**src/rtl/donefl_pkg.sv**
```systemverilog
package donefl_pkg;

  localparam int unsigned NUM_CH = 2;
  localparam int unsigned CH_RX  = 0;
  localparam int unsigned CH_TX  = 1;

  // Width of a counter that must hold values 0..d.
  function automatic int unsigned count_width(input int unsigned d);
    return (d < 2) ? 1 : $clog2(d + 1);
  endfunction

  // Next value of a self-clear countdown, in plain integer arithmetic.
  function automatic int unsigned countdown_next(
    input int unsigned cur,
    input int unsigned delay,
    input bit          strobe,
    input bit          auto_on
  );
    if (strobe)        return auto_on ? delay : 0;
    else if (!auto_on) return 0;
    else if (cur != 0) return cur - 1;
    else               return 0;
  endfunction

  // High when the countdown is on its last step at this edge.
  function automatic bit countdown_expires(
    input int unsigned cur,
    input bit          strobe,
    input bit          auto_on
  );
    return auto_on && !strobe && (cur == 1);
  endfunction

endpackage

```
**src/rtl/donefl_countdown.sv**
```systemverilog
module donefl_countdown #(
  parameter int unsigned DELAY = 2
) (
  input  logic clk,
  input  logic rst,
  input  logic auto_on,
  input  logic strobe,
  output logic expire
);
  import donefl_pkg::*;

  localparam int unsigned CW = count_width(DELAY);

  logic [CW-1:0] cnt_q;
  logic [CW-1:0] cnt_d;

  always_comb begin
    cnt_d  = CW'(countdown_next(int'(cnt_q), DELAY, strobe, auto_on));
    expire = countdown_expires(int'(cnt_q), strobe, auto_on);
  end

  always_ff @(posedge clk) begin
    if (rst) cnt_q <= '0;
    else     cnt_q <= cnt_d;
  end

endmodule

```
**src/rtl/donefl_flag.sv**
```systemverilog
module donefl_flag (
  input  logic clk,
  input  logic rst,
  input  logic set_evt,
  input  logic clr_evt,
  output logic flag
);
  // Set takes priority over any clear source.
  always_ff @(posedge clk) begin
    if (rst)          flag <= 1'b0;
    else if (set_evt) flag <= 1'b1;
    else if (clr_evt) flag <= 1'b0;
  end
endmodule

```
**src/rtl/done_flag_ctrl.sv**
```systemverilog
module done_flag_ctrl #(
  parameter int unsigned DELAY = 2
) (
  input  logic clk,
  input  logic rst,
  input  logic auto_clear_en,
  input  logic rx_eof,
  input  logic rx_clr,
  input  logic tx_eof,
  input  logic tx_clr,
  output logic rx_done,
  output logic tx_done
);
  import donefl_pkg::*;

  logic [NUM_CH-1:0] eof_v;
  logic [NUM_CH-1:0] clr_v;
  logic [NUM_CH-1:0] done_v;

  // Named internal events, brought out for the checker.
  logic [NUM_CH-1:0] set_evt_v;
  logic [NUM_CH-1:0] man_clr_evt_v;
  logic [NUM_CH-1:0] auto_clr_evt_v;

  assign eof_v[CH_RX] = rx_eof;
  assign eof_v[CH_TX] = tx_eof;
  assign clr_v[CH_RX] = rx_clr;
  assign clr_v[CH_TX] = tx_clr;

  for (genvar c = 0; c < NUM_CH; c++) begin : g_ch
    assign set_evt_v[c]     = eof_v[c];
    assign man_clr_evt_v[c] = clr_v[c] & ~auto_clear_en;

    donefl_countdown #(.DELAY(DELAY)) u_cd (
      .clk     (clk),
      .rst     (rst),
      .auto_on (auto_clear_en),
      .strobe  (eof_v[c]),
      .expire  (auto_clr_evt_v[c])
    );

    donefl_flag u_flag (
      .clk     (clk),
      .rst     (rst),
      .set_evt (set_evt_v[c]),
      .clr_evt (man_clr_evt_v[c] | auto_clr_evt_v[c]),
      .flag    (done_v[c])
    );
  end

  assign rx_done = done_v[CH_RX];
  assign tx_done = done_v[CH_TX];

endmodule

```
**config.mk**
```make
export PLATFORM = sky130hd
export DESIGN_NAME = done_flag_ctrl
export DESIGN_NICKNAME = d
export VERILOG_FILES = /design/src/rtl/donefl_pkg.sv /design/src/rtl/donefl_countdown.sv /design/src/rtl/donefl_flag.sv /design/src/rtl/done_flag_ctrl.sv
export SDC_FILE = /design/constraint.sdc
export NUM_CORES = 1
export LEC_CHECK = 0
export ABC_AREA = 1
export BUFFER_PORTS_ARGS = -buffer_cell sky130_fd_sc_hd__buf_4
export CORE_AREA = 10 10 47 49
export CTS_CLUSTER_DIAMETER = 40
export DETAILED_ROUTE_END_ITERATION = 6
export DIE_AREA = 0 0 57 59
export PLACE_DENSITY = 0.35
export REMOVE_ABC_BUFFERS = 1
export SYNTH_ARGS = -nofsm -noshare
export SYNTH_HDL_FRONTEND = slang
export SYNTH_SLANG_ARGS = --single-unit
export TNS_END_PERCENT = 10
```
**constraint.sdc**
```tcl
create_clock -name clk -period 0.8 [get_ports clk]
set_input_delay 0.04 -clock clk [delete_from_list [all_inputs] [get_ports clk]]
set_output_delay 0.04 -clock clk [all_outputs]
set_load 0.005 [all_outputs]
```
==> results list, run 1 <==
- Post-DR wirelength/cell: 10.29 um
- Yosys reg bits: 6
- Cell depth of the worst min-delay path: 2
- Multi-input gate area: 77.57 um2
- Number of DRC violations after detailed routing: 0
- Avg Synthesized Cell Area: 7.924 um2
* Maximum number of pins on one net before global-route repair: 5
- TritonCTS built the clock tree.
* Status: complete, but fails checks
- The clock network is responsible for 41.3% of the overall power.
- Reg2Reg Setup Slack: 100 ps
* Maximum fanout encountered on the critical timing path: 2
* Worst endpoint data arrival time: 690 ps
- Longest individual stage delay on the worst path: 340 ps
- The root buffer cell chosen for the clock tree is clkbuf_4.
- Area share of the largest cell type after synthesis: 56.14%
* Sort of element at the end of the critical path: output pin
* Overall routed net length: 576 um
- Critical path class: reg2out
- For the pin with the worst max-slew slack, the measured transition is 218.4 ps.
- Aggregate global-route resource usage: 4.016%
* Hold bufs inserted after CTS: 2
- Worst-case clock skew: 0.1353 ps
* Antenna-violating nets left: 0
- The tightest hold path in the finished design has a slack of -30.05 ps.
- Biggest area consumer among synthesized cells: dfxtp_1
- Setup repair after global routing left no endpoint under its margin.
- Once the floorplan was initialized, standard cells occupied 15.27% of the core.
- Count of final max-slew check failures: 0
- Half-perimeter wire length of the detailed placement result: 475.7 um
- After clock tree synthesis, the clock-pin slew on the worst setup and hold paths is 40 ps.
* Hold-critical path endpoint: g_ch[1].u_cd.cnt_q[0]
- Antenna violations before repair: 0
* Power spent charging and discharging nets: 0.0001437 W
- Total negative setup slack: 0 ps
- Total global routing overflow: 0
- Registers are responsible for 47.8% of the overall power.
- Ranked by total cell area, the synthesized netlist is headed by dfxtp_1, inv_1, a21oi_1.
- Overall die width: 57 um
* Worst path bufs/invs: 1
- Number of buffers inserted by port buffering: 8
- Net count of the finished layout: 49
* Summed instance area of the synthesized netlist: 214.0 um2
* Layout fillers: 167
- Wire segments on met2 add up to 276 um in the final route.
- Ratio of total power to cell area: 1950 mW/mm2
- At the later pin of the worst-skew pair, clock insertion delay measures 240 ps.
- Post-detailed-route via-to-cell ratio: 3.893
- The critical path goes through buf_4.
* Wire length of the first global-routing pass: 1007 um
- The netlist uses 6 different library cells.
- Worst R2R Start: g_ch[0].u_cd.cnt_q[1]
- Summing the sequential cell areas from Yosys gives 56.14% of the chip area.
* Number of buffers on the longest clock path: 2
* Post-Synthesis Cells: 27
- Tmin final: 734.4 ps
* Normalized max-slew margin: 85.30%
- Number of iterations in the first detailed-routing pass: 3
- ANT cells: 0
- Pin placement for this block handled 9 I/O pins.
- Die Area: 0.003363 mm2
- In this run the number of H-tree levels came out at 1.
- In this run switching power makes up 21.50% of total power.
* Number of hold-slack violations in the final timing report: 1
* Area growth from synthesis to layout: 60.23%
- Post-layout total power: 0.0006684 W
* Peak supply drop: 0.5865 mV
* Static Leakage: 0.1527 nW
- Beginning of the worst hold path: tx_eof
- The min-delay analysis places its worst path in the category in2reg.
* Combined flip-flop and latch cell area: 120.1 um2
* Share of layout cells above drive strength 1: 30.00%
- Depth of the worst register-to-register path: 2
- Worst endpoint required time: 760 ps
- The kind of cell with the highest combined delay along the critical path is flip-flops.
- STA classifies the critical path startpoint as a register.
- Sum of routed wire segments on met1: 264 um
- Number of design-rule violations left by the first detailed-router iteration: 2
- Setup violations remaining at the end of the flow were counted as 0.
- Max Clock Freq: 1362 MHz
- End of the worst register-to-register path: g_ch[0].u_cd.cnt_q[0]
- Maximum Capacitance Violations: 0
* Height of the die: 59 um
- Internal power summed over all cells: 0.0005247 W
- Final Util: 24.46%
- The via count of the first global-routing pass was 238.
- Count of vias placed by the detailed router: 218
* Top Layer Used: met3
* Failing checks: negative hold slack
- Buffers inserted during clock tree synthesis total 3.
- Core area: 0.001401 mm2
* Yosys warning total: 0
- The worst path uses 91.81% of the clock period.
* Length of routed met3 wiring: 35 um
- FP Rows: 14
- Combinational share of power: 10.9%
- Routability-driven placement finished with a final weighted congestion of 0.6569.
- The slowest stage of the critical path belongs to the cell dfxtp_1.
- The clock drives 6 sinks.
[per-layer routing]
layer	GRT usage, %	vias up
li1	-	114
met1	3.910	97
met2	5.736	7
met3	1.717	0
met4	5.034	0
met5	0	-
[cell usage after synthesis]
cell	count
dfxtp_1	6
inv_1	6
nand2_1	5
a21oi_1	4
nand3_1	4
nor4_1	2
[cells in the final DEF (no fill, tap or decap)]
cell type	Yosys	layout
nor4_1	2	1
nor4_2	0	1
buf_4	0	8
a21oi_1	4	4
nand2_1	5	5
inv_1	6	6
nand3_1	4	4
dlygate4sd3_1	0	2
dfxtp_1	6	6
clkbuf_4	0	3
[state kept, by name, indices dropped and copies added, names as in the netlist]
register and flops:
g_ch.u_cd.cnt_q 4, g_ch.u_flag.flag 2
[final cells by class]
type,instances,share of cell area (%)
Clock buffer,3,6.569
Inverter,6,6.569
Tap cell,16,5.839
Timing Repair Buffer,10,23.36
Multi-Input combinational cell,15,22.63
Sequential cell,6,35.04
[cell families after synthesis]
logic type	after synthesis	synth area share (%)
and+or+nand+nor	11	23.98
DFF	6	56.14
buffers and inverters	6	10.53
AOI/OAI and AO/OA	4	9.357
[per-stage QoR]
stage	instance area (um2)	worst slack, ps	cells	hold WS [ps]
after floorplan	214.0	173.9	27	109.1
after global placement	294.0	133.7	51	215.4
after detailed placement	294.0	121.9	51	218.5
after CTS	336.6	19.46	56	-38.93
after global routing	342.8	12.62	56	-37.07
final	342.8	65.55	56	-30.05
[how the worst max path moves through the flow]
| stage | start | endpoint | depth (start not counted) | slack (ps) |
|---|---|---|---|---|
| after detailed placement | g_ch[0].u_cd.cnt_q[1] | g_ch[0].u_flag.flag | 4 | 120 |
| after global routing | g_ch[0].u_cd.cnt_q[1] | g_ch[0].u_cd.cnt_q[0] | 2 | 10 |
| final | g_ch[0].u_flag.flag | rx_done | 1 | 70 |
| after CTS | rx_eof | g_ch[0].u_cd.cnt_q[0] | 3 | 20 |
| after global placement | g_ch[1].u_cd.cnt_q[1] | g_ch[1].u_flag.flag | 4 | 130 |
| after floorplan | g_ch[1].u_cd.cnt_q[1] | g_ch[1].u_flag.flag | 4 | 170 |
[repair_timing]
action | CTS | global route
buffers inserted | 0 | 0
endpoints found under the hold margin | 4 | 1
resized for setup | 0 | 1
endpoints found under the setup margin | 0 | 1
[power groups by stage]
stage	sequential, W	clock [W]	combinational [W]
global placement	0.000324	0	0.0000640
CTS	0.000319	0.000289	0.0000730
finish	0.000319	0.000276	0.0000731
global route	0.000320	0.000316	0.0000819
floorplan	0.000324	0	0.0000210
detailed placement	0.000325	0	0.0000650
Power figures use the tool's default switching activity.
==> inputs of run 2 (changes only) <==
- BUFFER_PORTS_ARGS: -buffer_cell sky130_fd_sc_hd__buf_4 -> -buffer_cell sky130_fd_sc_hd__buf_2
- HOLD_SLACK_MARGIN: unset -> 0.06
- SLEW_MARGIN: unset -> 20
==> results list, run 2 (synthesis results as in run 1) <==
- Worst path bufs/invs: 1 (unchanged)
- The aggregate global-route resource usage is 3.366% (-0.65 points).
- Number of buffers on the longest clock path: 2 (unchanged)
- Startpoint type of the worst setup path: register
- STA classifies the critical path endpoint as an output pin.
- Layout fillers: 165 (-1.2%)
- The non-filler instance count after layout was 55 (-1.8%).
* Vias in the first global route: 232 (-2.5%)
- Core area: 0.001401 mm2 (unchanged)
- Hold bufs inserted after CTS: 1 (-1)
- Number of design-rule violations left by the first detailed-router iteration: 2 (unchanged)
- Worst-case clock skew: 2.727 ps (+2.592 ps)
- Share of layout cells above drive strength 1: 30.77% (+0.77 points)
- Die Area: 0.003363 mm2 (unchanged)
* Ratio of total power to cell area: 2087 mW/mm2 (+7.0%)
* Overall die width: 57 um (unchanged)
- The required arrival time at the worst endpoint was 760 ps (about the same).
* Number of flip-flops in the largest register: 4 (unchanged)
* Total negative setup slack: 0 ps (unchanged)
* Registers with the highest flip-flop counts: g_ch.u_cd.cnt_q (4), g_ch.u_flag.flag (2)
- The post-placement setup slack is 104.3 ps (-17.60 ps).
- Final RePlAce weighted congestion: 0.6857 (+4.4%)
- Wire length of the first global-routing pass: 834 um (-17%)
* Final setup viols: 0 (unchanged)
* H-Tree Depth: 1 (unchanged)
- The height of the die is 59 um (unchanged).
- The later-pin clock latency in the skew report came to 240 ps (about the same).
- Most common library cell in the layout ignoring fill and taps: buf_2
- The utilization after layout was 22.32% (-2.1 points).
* ANT cells: 0 (unchanged)
- The flow ran to the end, but the final reports show violations.
- The number of antenna violations at the first check in global routing came to 0 (unchanged).
- Worst-path cell with the longest stage delay: dfxtp_1
- Counting flops per register, the top entry is g_ch.u_cd.cnt_q.
* Number of sinks on the clock net: 6 (unchanged)
* GR met1 Demand/Resource: 3.077% (-0.83 points)
- Net count of the finished layout: 48 (-2.0%)
- Setup WS post-layout: 86.53 ps (+20.98 ps)
* Most utilized layer in the global route result: met4
- TritonCTS clock tree: yes
- Effective utilization at floorplan: 15.27% (unchanged)
- Half-perimeter wire length of the detailed placement result: 423.9 um (-11%)
- The I/O pin count came to 9 (unchanged).
- Critical path class: reg2out
- The mean routed wirelength per cell came to 9.545 um (-7.2%).
* Worst hold-check path type: in2reg
* Grt met3 use: 1.288% (-0.43 points)
- Failing checks: negative hold slack
- The time the final worst path needs with I/O delays and setup was 713.5 ps (-20.98 ps).
- Maximum fanout encountered on the critical timing path: 2 (unchanged)
* Maximum number of pins on one net before global-route repair: 5 (unchanged)
- Overall routed net length: 525 um (-8.9%)
* Total global routing overflow: 0 (unchanged)
* Number of hold-slack violations in the final timing report: 2 (+1)
* Worst hold slack: -21.98 ps (+8.076 ps)
- Met2 routing resource usage after global routing: 4.806% (-0.93 points)
* Top cell family by delay on the critical path: flip-flops
- The total of buffers placed on input and output ports was 8 (unchanged).
- Unrepaired setup endpoints after global routing: false
* Post-CTS Repair Setup Buffers: 0 (unchanged)
- The transition time at the pin with the least slew margin came to 214.8 ps (-3.596 ps).
- Cell count after placement: 51 (unchanged)
- The number of placement rows was 14 (unchanged).
* Ordered list of cells on the worst path: buf_2
- The data arrival at the endpoint of the critical path is 670 ps (-20 ps).
- The per-cell via count in the routed design came to 3.836 (-1.5%).
* Max Clock Freq: 1402 MHz (+2.9%)
- Most frequent cells in the layout: buf_2, inv_1, dfxtp_1
- CTS Buf Count: 3 (unchanged)
* Antenna-violating nets left: 0 (unchanged)
- The multi-input combinational cell area came to 77.57 um2 (unchanged).
- Clock transition at path regs: 50 ps (about the same)
- The maximum vdd ir drop was 0.6635 mV (+13%).
* Number of DRC violations after detailed routing: 0 (unchanged)
- Clk root buf: clkbuf_4
* Maximum Capacitance Violations: 0 (unchanged)
- The final worst-path cycle share is 89.18% (-2.6 points).
* Post-layout total power: 0.0006528 W (-2.3%)
- The largest stage delay on the critical path came to 320 ps (-20 ps).
- Number of iterations in the first detailed-routing pass: 4 (+1)
- The vias after detailed routing came to 211 (-3.2%).
* Area growth from synthesis to layout: 46.20%
- Static Leakage: 0.1423 nW (-6.8%)
* Count of final max-slew check failures: 0 (unchanged)
- The headroom to the max-slew limit is 85.55% (+0.24 points).
- The footprint of the flip-flops and latches came to 120.1 um2 (unchanged).
-- run 2: final cells by class --
cell class / count / area share (%)
inverters: 6 / 7.200
clock buffers: 3 / 7.200
repair buffers: 9 / 16.00
flip-flops and latches: 6 / 38.40
well taps: 16 / 6.400
multi-input cells: 15 / 24.80
-- run 2: final timing paths --
check	slack, ps	start	depth (start not counted)	endpoint
hold / removal	-20	rx_eof	2	g_ch[0].u_cd.cnt_q[0]
hold reg to reg	450	g_ch[0].u_cd.cnt_q[0]	1	g_ch[0].u_cd.cnt_q[0]
setup reg to reg	110	g_ch[1].u_cd.cnt_q[1]	4	g_ch[1].u_flag.flag
setup / recovery	90	g_ch[0].u_flag.flag	1	rx_done
-- run 2: what timing repair did --
action	in CTS	in global routing
gates resized for setup	0	1
endpoints found under the setup margin	0	1
endpoints found under the hold margin	4	2
-- run 2: metrics by stage --
step                hold slack (ps)  cell area (um2)
floorplan                     109.1            214.0
global placement              222.1            274.0
detailed placement            230.3            274.0
CTS                          -33.36            306.5
global route                 -21.76            312.8
finish                       -21.98            312.8
-- run 2: routing by layer --
layer	share of wire [%]	vias to the layer above
met2	43	11
met5	0	-
met3	5.3	0
met4	0	0
met1	52	88
li1	-	112
-- run 2: power breakdown --
part | total (W) | switching (W) | internal [W]
Sequential | 0.000318 | 0.00000566 | 0.000312
Clock | 0.000278 | 0.000109 | 0.000170
Combinational | 0.0000567 | 0.0000288 | 0.0000279
Total | 0.000653 | 0.000143 | 0.000510
==> inputs of run 3 (changes only) <==
- SETUP_SLACK_MARGIN: unset -> 0.2
==> results list, run 3 (synthesis results as in run 1) <==
- The final total power is 0.0006738 W (+3.2%).
* Sequential cell fraction of total power: 47.9% (-0.8 points)
- The vias after detailed routing is 220 (+4.3%).
- The total length of routed met3 wires is 21 um (-25%).
- The total of buffers placed on input and output ports is 8 (unchanged).
- Critical path class: reg2out
- The cell internal power dissipation came to 0.0005158 W (+1.2%).
- Aggregate global-route resource usage: 3.410% (+0.043 points)
- Boundary Pins: 9 (unchanged)
- Setup WS post-layout: 88.01 ps (+1.479 ps)
- Setup repair after global routing could not meet its margin everywhere.
- Detailed route wirelength on metal2: 277 um (+23%)
- The number of flip-flops under the largest register name was 4 (unchanged).
* Combinational share of power: 9.9% (+1.2 points)
- The share of post-route cells with drive strength above 1 was 68.42% (+38 points).
- The number of hold violations in the final report is 4 (+2).
- The register with the most flip-flops in the final layout is g_ch.u_cd.cnt_q.
- The count of buffer and inverter cells on the critical path was 1 (unchanged).
- The total iterations of the first detailed-routing run is 4 (unchanged).
- The transition time at the pin with the least slew margin came to 189.7 ps (-25.11 ps).
- Antenna-violating nets left: 0 (unchanged)
- TritonCTS clock tree: yes
* Worst hold slack: -32.63 ps (-10.66 ps)
* Power spent charging and discharging nets: 0.0001580 W (+10%)
* Final RePlAce weighted congestion: 0.6857 (unchanged)
- The flow ran to the end, but the final reports show violations.
- Sort of element at the end of the critical path: output pin
- The clock-pin slew on the worst setup and hold paths is 50 ps (about the same).
* Net count of the finished layout: 47 (-2.1%)
- The data arrival at the endpoint of the critical path is 670 ps (about the same).
* Post-detailed-route via-to-cell ratio: 4.074 (+6.2%)
* FP Rows: 14 (unchanged)
- The number of setup buffers added after CTS came to 0 (unchanged).
- The worst setup path is launched from a register.
- Post-route fraction of the period consumed by the critical path: 89.00% (-0.18 points)
- The height of the die is 59 um (unchanged).
- The number of H-tree branching levels was 1 (unchanged).
- The critical path goes through buf_6.
- Ratio of total power to cell area: 1951 mW/mm2 (-6.5%)
- The maximum vdd ir drop was 0.7018 mV (+5.8%).
* Worst-path cell with the longest stage delay: dfxtp_2
- Failing checks: negative hold slack
* Top Layer Used: met3
- The cell family contributing the most delay on the critical path is flip-flops.
* Area growth from synthesis to layout: 61.40%
- Total global routing overflow: 0 (unchanged)
- Sum of routed wire segments on met1: 296 um (+9.2%)
- Reg2Reg Setup Slack: 100 ps (about the same)
* Post-DR wirelength/cell: 11.02 um (+15%)
- The later-pin clock latency in the skew report came to 240 ps (about the same).
* Most frequent cells in the layout: buf_2, dfxtp_2, nand2_1
* Post-placement worst setup slack: 104.3 ps (unchanged)
* Overall routed net length: 595 um (+13%)
- The utilization after layout came to 24.64% (+2.3 points).
* Antenna violations before repair: 0 (unchanged)
- Maximum number of pins on one net before global-route repair: 5 (unchanged)
- Wire length of the first global-routing pass: 848 um (+1.7%)
* Total negative setup slack: 0 ps (unchanged)
- Tmin final: 712.0 ps (-1.479 ps)
- Proportion of total power due to net switching: 23.45% (+1.5 points)
* Number of buffers on the longest clock path: 2 (unchanged)
- Number of DRC violations after detailed routing: 0 (unchanged)
- CTS Buf Count: 3 (unchanged)
* Maximum fanout encountered on the critical timing path: 2 (unchanged)
- The largest stage delay on the critical path is 320 ps (about the same).
* Static Leakage: 0.1447 nW (+1.7%)
* Maximum Capacitance Violations: 0 (unchanged)
- The top achievable clock speed came to 1405 MHz (+0.21%).
- Die Area: 0.003363 mm2 (unchanged)
* Worst hold-check path type: in2reg
* Worst endpoint required time: 760 ps (about the same)
- The via count of the first global-routing pass was 231 (-0.43%).
- The maximum clock skew at final layout was 2.163 ps (-0.5640 ps).
- Number of design-rule violations left by the first detailed-router iteration: 2 (unchanged)
* Half-perimeter wire length of the detailed placement result: 423.9 um (unchanged)
- Count of final max-slew check failures: 0 (unchanged)
* Effective utilization at floorplan: 15.27% (unchanged)
* Registers with the highest flip-flop counts: g_ch.u_cd.cnt_q (4), g_ch.u_flag.flag (2)
* Final setup viols: 0 (unchanged)
- The library cell used most frequently in the layout, excluding fill and tap cells, is buf_2.
* Fraction of power consumed by the clock network: 42.2% (-0.4 points)
- Overall die width: 57 um (unchanged)
* ANT cells: 0 (unchanged)
- The number of clock sinks was 6 (unchanged).
- The tree is rooted in a clkbuf_4.
- Normalized max-slew margin: 87.25% (+1.7 points)
- The area inside the core boundary came to 0.001401 mm2 (unchanged).
## run 3: cell types whose count changed in the layout (fill, tap and decap cells not counted), sizes merged
cell,previous run,this run
dlygate4sd3,1,0
## run 3: power by group through the flow
stage	Sequential [W]	Clock, W	Combinational (W)
after floorplan	0.000324	0	0.0000210
after global placement	0.000323	0	0.0000514
after detailed placement	0.000324	0	0.0000518
after CTS	0.000319	0.000297	0.0000520
after global routing	0.000324	0.000304	0.0000731
final	0.000323	0.000284	0.0000670
## run 3: worst reg2reg max path, stage by stage (launching register included)
cell     delay (ps)
dfxtp_2         330
inv_2            40
nand3_2          50
nand3_1          90
a21oi_2         130
## run 3: repair_timing
action	CTS	global route
pin swaps	0	4
gates resized for setup	2	14
endpoints found under the hold margin	4	4
endpoints found under the setup margin	6	8
## run 3: area by class of cell
class,count,area (um2)
Multi-Input combinational cell,15,106.4
Inverter,6,22.52
Clock buffer,3,22.52
Tap cell,16,20.02
Timing Repair Buffer,8,46.29
Sequential cell,6,127.6
Fill cell,162,1056
## run 3: metal layers
layer / track usage (%) / vias to the layer above
li1: - / 111
met1: 3.195 / 102
met2: 4.806 / 7
met3: 1.288 / 0
met4: 5.034 / 0
met5: 0 / -
## run 3: through the flow
stage                     hold slack, ps  area, um2  instances
after floorplan                    109.1      214.0         27
after global placement             222.1      274.0         51
after detailed placement           230.3      274.0         51
after CTS                         -33.36      299.0         54
after global routing              -32.20      345.3         54
final                             -32.63      345.3         54
## run 3: final timing paths
kind,start,end,depth (start not counted)
setup / recovery,g_ch[1].u_flag.flag,tx_done,1
hold / removal,rx_eof,g_ch[0].u_cd.cnt_q[0],2
setup reg to reg,g_ch[0].u_cd.cnt_q[1],g_ch[0].u_flag.flag,4
hold reg to reg,g_ch[0].u_cd.cnt_q[0],g_ch[0].u_cd.cnt_q[0],1
